==> src/rtl/sync_rx_master.sv <==
module sync_rx_master #(
  parameter int DIV_W  = 8,
  parameter int DATA_W = 8
) (
  input  logic              clk,
  input  logic              rst_n,
  input  logic              port_en,
  input  logic              master_en,
  input  logic              cont_en,
  input  logic              single_req,
  input  logic              nine_bit_en,
  input  logic              int_en,
  input  logic [DIV_W-1:0]  baud_div,
  input  logic              rd_strobe,
  input  logic              sdata,
  output logic              sclk,
  output logic [DATA_W-1:0] rx_data,
  output logic              rx_bit9,
  output logic              rx_ready,
  output logic              irq,
  output logic              overrun,
  output logic              single_busy
);
  localparam int WORD_W = DATA_W + 1;
  localparam int BC_W   = $clog2(WORD_W + 1);

  logic              busy, sclk_q, nine_q, single_q, overrun_q, cont_q, head;
  logic [DIV_W:0]    cnt;
  logic [BC_W-1:0]   bitcnt;
  logic [WORD_W-1:0] shreg, shreg_nx;
  logic [WORD_W-1:0] mem [2];
  logic [1:0]        count;
  logic [DATA_W-1:0] data_q;

  wire [DIV_W:0]  half_m1   = {baud_div, 1'b1};
  wire [BC_W-1:0] nbits     = nine_q ? BC_W'(WORD_W) : BC_W'(DATA_W);
  wire            run       = master_en & (cont_en | single_q) & ~overrun_q;
  wire            last_tick = busy & (cnt == half_m1);
  wire            word_done = last_tick & sclk_q & (bitcnt == nbits - 1'b1);
  wire            pop       = rd_strobe & (count != 2'd0);
  wire            room      = (count != 2'd2) | pop;
  wire            push      = word_done & room;
  wire            ovf       = word_done & ~room;
  wire            abort     = busy & ~run & (bitcnt != nbits);
  wire            wr_slot   = head ^ count[0];

  always_comb begin
    shreg_nx = shreg;
    for (int i = 0; i < WORD_W; i++)
      if (bitcnt == BC_W'(i)) shreg_nx[i] = sdata;
  end

  always_ff @(posedge clk or negedge rst_n)
    if (!rst_n) cont_q <= 1'b0;
    else        cont_q <= cont_en;

  always_ff @(posedge clk or negedge rst_n) begin
    if (!rst_n) begin
      busy <= 1'b0; sclk_q <= 1'b0; nine_q <= 1'b0; cnt <= '0; bitcnt <= '0;
      shreg <= '0; single_q <= 1'b0; overrun_q <= 1'b0;
    end else if (!port_en) begin
      busy <= 1'b0; sclk_q <= 1'b0; nine_q <= 1'b0; cnt <= '0; bitcnt <= '0;
      shreg <= '0; single_q <= 1'b0; overrun_q <= 1'b0;
    end else begin
      if (word_done)        single_q <= 1'b0;
      else if (single_req)  single_q <= 1'b1;

      if (ovf)                                  overrun_q <= 1'b1;
      else if (overrun_q && !cont_en && cont_q) overrun_q <= 1'b0;

      if (!busy) begin
        if (run) begin
          busy <= 1'b1; sclk_q <= 1'b1; cnt <= '0; bitcnt <= '0;
          shreg <= '0; nine_q <= nine_bit_en;
        end
      end else if (abort) begin
        busy <= 1'b0; sclk_q <= 1'b0; cnt <= '0;
      end else if (last_tick) begin
        cnt <= '0;
        if (sclk_q) begin
          sclk_q <= 1'b0;
          shreg  <= shreg_nx;
          bitcnt <= bitcnt + 1'b1;
        end else if (bitcnt == nbits) begin
          if (run) begin
            sclk_q <= 1'b1; bitcnt <= '0; shreg <= '0; nine_q <= nine_bit_en;
          end else begin
            busy <= 1'b0;
          end
        end else begin
          sclk_q <= 1'b1;
        end
      end else begin
        cnt <= cnt + 1'b1;
      end
    end
  end

  always_ff @(posedge clk or negedge rst_n) begin
    if (!rst_n) begin
      mem[0] <= '0; mem[1] <= '0; head <= 1'b0; count <= '0; data_q <= '0;
    end else if (!port_en) begin
      mem[0] <= '0; mem[1] <= '0; head <= 1'b0; count <= '0; data_q <= '0;
    end else begin
      if (push) mem[wr_slot] <= shreg_nx;
      if (pop) begin
        data_q <= mem[head][DATA_W-1:0];
        head   <= ~head;
      end
      count <= count + 2'(push) - 2'(pop);
    end
  end

  assign sclk        = sclk_q;
  assign rx_data     = data_q;
  assign rx_ready    = (count != 2'd0);
  assign rx_bit9     = rx_ready & mem[head][DATA_W];
  assign irq         = rx_ready & int_en;
  assign overrun     = overrun_q;
  assign single_busy = single_q;
endmodule

==> config.mk <==
export PLATFORM = sky130hd
export DESIGN_NAME = sync_rx_master
export DESIGN_NICKNAME = d
export VERILOG_FILES = /design/src/rtl/sync_rx_master.sv
export SDC_FILE = /design/constraint.sdc
export NUM_CORES = 1
export LEC_CHECK = 0
export BUFFER_PORTS_ARGS = -buffer_cell sky130_fd_sc_hd__clkbuf_2
export CORE_MARGIN = 4
export CORE_UTILIZATION = 53
export DETAILED_ROUTE_END_ITERATION = 7
export PLACE_DENSITY = 0.76
export SYNTH_ARGS = -nofsm -noshare
export SYNTH_HDL_FRONTEND = slang
export SYNTH_SLANG_ARGS = --single-unit
==> constraint.sdc <==
create_clock -name clk -period 2.1 [get_ports clk]
set_clock_uncertainty 0.05 [all_clocks]
set_input_delay 0.63 -clock clk [delete_from_list [all_inputs] [get_ports clk]]
set_output_delay 0.63 -clock clk [all_outputs]
set_load 0.1 [all_outputs]
==> impl_metrics.toml <==
[clocking]
tritoncts = "done"
cts-htree-levels = 3
ctsRootBufferMaster = "clkbuf_8"
clk_path_buf_depth = 2
clkSinkCount = 57
path_clk_slew_ns = 0.07
cts_made_buffers = 9
clock_latency_ns = 0.35
cts_hold_buf = 0

[routing]
post_drt_wl_per_cell_um = 17.0
viasPerCell = 5.66
drc = 0
antenna_left = 0
via_count = 2625
routed_wl_mm = 7.88
first_pass_iters = 4
drt_iter0_drc = 256

[timing]
fin_crit_sh_pct = 111
min_period_ns = 2.33
rsz0062_at_grt = "true"
timing.fmax_mhz = 430
worst_slew_pin_slew_ns = 0.546
finalHoldViolCount = 0
layout_setup_ws_ns = -0.226
maxSlewViolCount = 0
relSlewSlack_pct = 63.8
hold_slack_ns = 0.140
setup_viol = 3

[worst_setup_path]
critical_path_class = "register to register"
crit_path_start_kind = "register"
required_ns = 2.29
end_kind = "register"
crit_fanout = 2
arrival_ns = 2.51

[grt]
antenna_found_initial = 0
grt_start_max_net_pins = 33
grt_overflow_total = 0
grt_pass1_wl_mm = 12.7
grt_pass1_vias = 2673
grtUsageTotal_pct = 22.4

[die]
pin_count = 32
dieArea_sq_um = 7200
die_w_um = 84.8
core.rowCount = 27
start_util_pct = 55.8
die_y_um = 84.8
core_sq_um = 5610

[yosys]
synth_mux_area_share_pct = 11.8
syn_area_sq_um = 3130
synth_cell_types = 56
yosysWarnings = 0
synth_simple_gate_area_share_pct = 17.1
seq_area_frac_synth_pct = 45.6
synth_edf_count = 0
ys_ff_latch = 57
synth_ff_type = "dfrtp_1"
yosys.area_share.adder_pct = 2.80
synth_top_family_by_area = "simple AND/OR/NAND/NOR gates"
syn_inst = 309
synthXorXnorAreaFrac_pct = 5.88
avgSynthCellArea_sq_um = 10.1
async_flop_share_pct = 100
synth_compound_area_share_pct = 13.3
syn_nets = 334

[power_and_ir_drop]
power_density_nw_per_um2 = 874
vdd_ir_drop_max_mv = 1.20
p_leak_nw = 1.83

[cells_and_area]
drive_above_1_share_pct = 37.5
final_common_cell = "dfrtp_1"
final_cell_mix = "dfrtp_1, buf_4, nand2_1, mux2i_1, clkbuf_2"
fin_cells = 464
fin_nets = 412
n_antenna_cell = 0
syn_to_final_growth_pct = 32.4

[outcome]
violations = "setup timing"
status = "finished, violations left"

[placement]
place_congestion = 0.904
placed_cells = 440
dp_hpwl_mm = 5.34
io_buffers = 31

[flow_run]
cap_violations = 0

[worst_hold_path]
hold_class = "primary input to asynchronous set/reset pin"
==> synthesized netlist by cell type, types with 2 or more instances <==
library cell / n / area [sq um]
mux2_2: 8 / 90.1
and3_1: 2 / 12.5
o211ai_1: 4 / 30.0
a41oi_1: 2 / 17.5
buf_1: 2 / 7.51
xnor2_1: 11 / 96.3
nand2_1: 47 / 176
nor3_1: 5 / 25.0
inv_1: 10 / 37.5
mux2i_1: 28 / 280
a22o_1: 2 / 17.5
nand2b_1: 3 / 18.8
a21oi_1: 3 / 15.0
buf_4: 2 / 15.0
nand4_1: 3 / 18.8
nor2_1: 27 / 101
nor2b_1: 3 / 18.8
ha_1: 7 / 87.6
nand3_1: 9 / 45.0
a211oi_1: 8 / 60.1
dfrtp_1: 57 / 1430
xor2_1: 10 / 87.6
a22o_2: 9 / 90.1
o21ai_0: 7 / 35.0
clkbuf_1: 9 / 33.8
==> worst max-delay path, cell delays in order (launching register included) <==
cell     delay [ns]
dfrtp_2        0.45
xor2_4         0.17
nor4_4         0.29
and4_4         0.28
nand3_4        0.08
ha_4           0.27
inv_2          0.04
ha_4           0.16
xor2_2         0.18
xnor2_1        0.18
nor2_1         0.05
==> through the flow <==
step	utilization, %	total power [W]	setup slack, ns	area (sq um)	TNS, ns
after floorplan	-	0.00211	-0.370	3190	-0.912
after global placement	66.2	0.00237	-0.479	3710	-6.53
after detailed placement	66.2	0.00239	-0.592	3710	-8.63
after CTS	71.1	0.00360	-0.177	3990	-0.266
after global routing	73.9	0.00377	-0.274	4140	-0.651
final	73.9	0.00362	-0.226	4140	-0.363
==> state kept, by name, indices dropped and copies added, names as in the netlist <==
name         count
head             1
count            2
cnt              9
overrun          1
cont_q           1
busy             1
single_busy      1
bitcnt           4
nine_q           1
sclk             1
rx_data          8
mem             18
shreg            9
==> power by group <==
| group | total (W) | internal [W] | leakage (nW) | switching, W |
|---|---|---|---|---|
| clock network | 0.00118 | 0.000677 | 0.110 | 0.000506 |
| registers | 0.00123 | 0.00117 | 0.784 | 0.0000562 |
| logic | 0.00121 | 0.000328 | 0.933 | 0.000880 |
| total | 0.00362 | 0.00218 | 1.83 | 0.00144 |
==> routing by layer <==
layer	part of all wire (%)	vias to the layer above	track usage [%]
li1	-	1244	-
met1	44	1275	29.5
met2	48	89	35.0
met3	5.8	17	4.27
met4	2.2	0	11.7
met5	0	-	0
==> repair_timing <==
item / 4_1_cts / 5_1_grt
hold endpoints to repair: 0 / 0
pin swaps: 4 / 7
cloned: 0 / 2
endpoints found under the setup margin: 5 / 24
buffers inserted: 2 / 4
gates resized for setup: 6 / 23
==> logic make-up (layout without fill, tap and decap cells) <==
| kind of cell | after synthesis | in the layout |
|---|---|---|
| simple gates | 112 | 112 |
| compound gates | 51 | 51 |
| buf+inv | 25 | 108 |
| mux | 36 | 36 |
| xor+xnor | 21 | 21 |
| fa+ha+maj | 7 | 7 |
| flops | 57 | 57 |
==> layout make-up <==
| type | count | area [sq um] |
|---|---|---|
| inverter | 10 | 37.5 |
| multi-input combinational | 227 | 1770 |
| clock inverter | 7 | 103 |
| timing repair buffer | 82 | 587 |
| fill | 374 | 1470 |
| clock buffer | 9 | 124 |
| tap | 72 | 90.1 |
| sequential | 57 | 1430 |
==> worst paths after layout <==
path / from / end / slack (ns) / depth (start not counted)
min in group clk: cont_en / cont_q / 0.37 / 1
min reg2reg: shreg[7] / shreg[7] / 0.45 / 1
min: rst_n / cont_q / 0.14 / 1
max in group asynchronous: rst_n / rx_data[3] / 1.14 / 2
max: cnt[3] / count[1] / -0.23 / 10
max reg2reg: cnt[3] / count[1] / -0.23 / 10
Power figures use the tool's default switching activity.
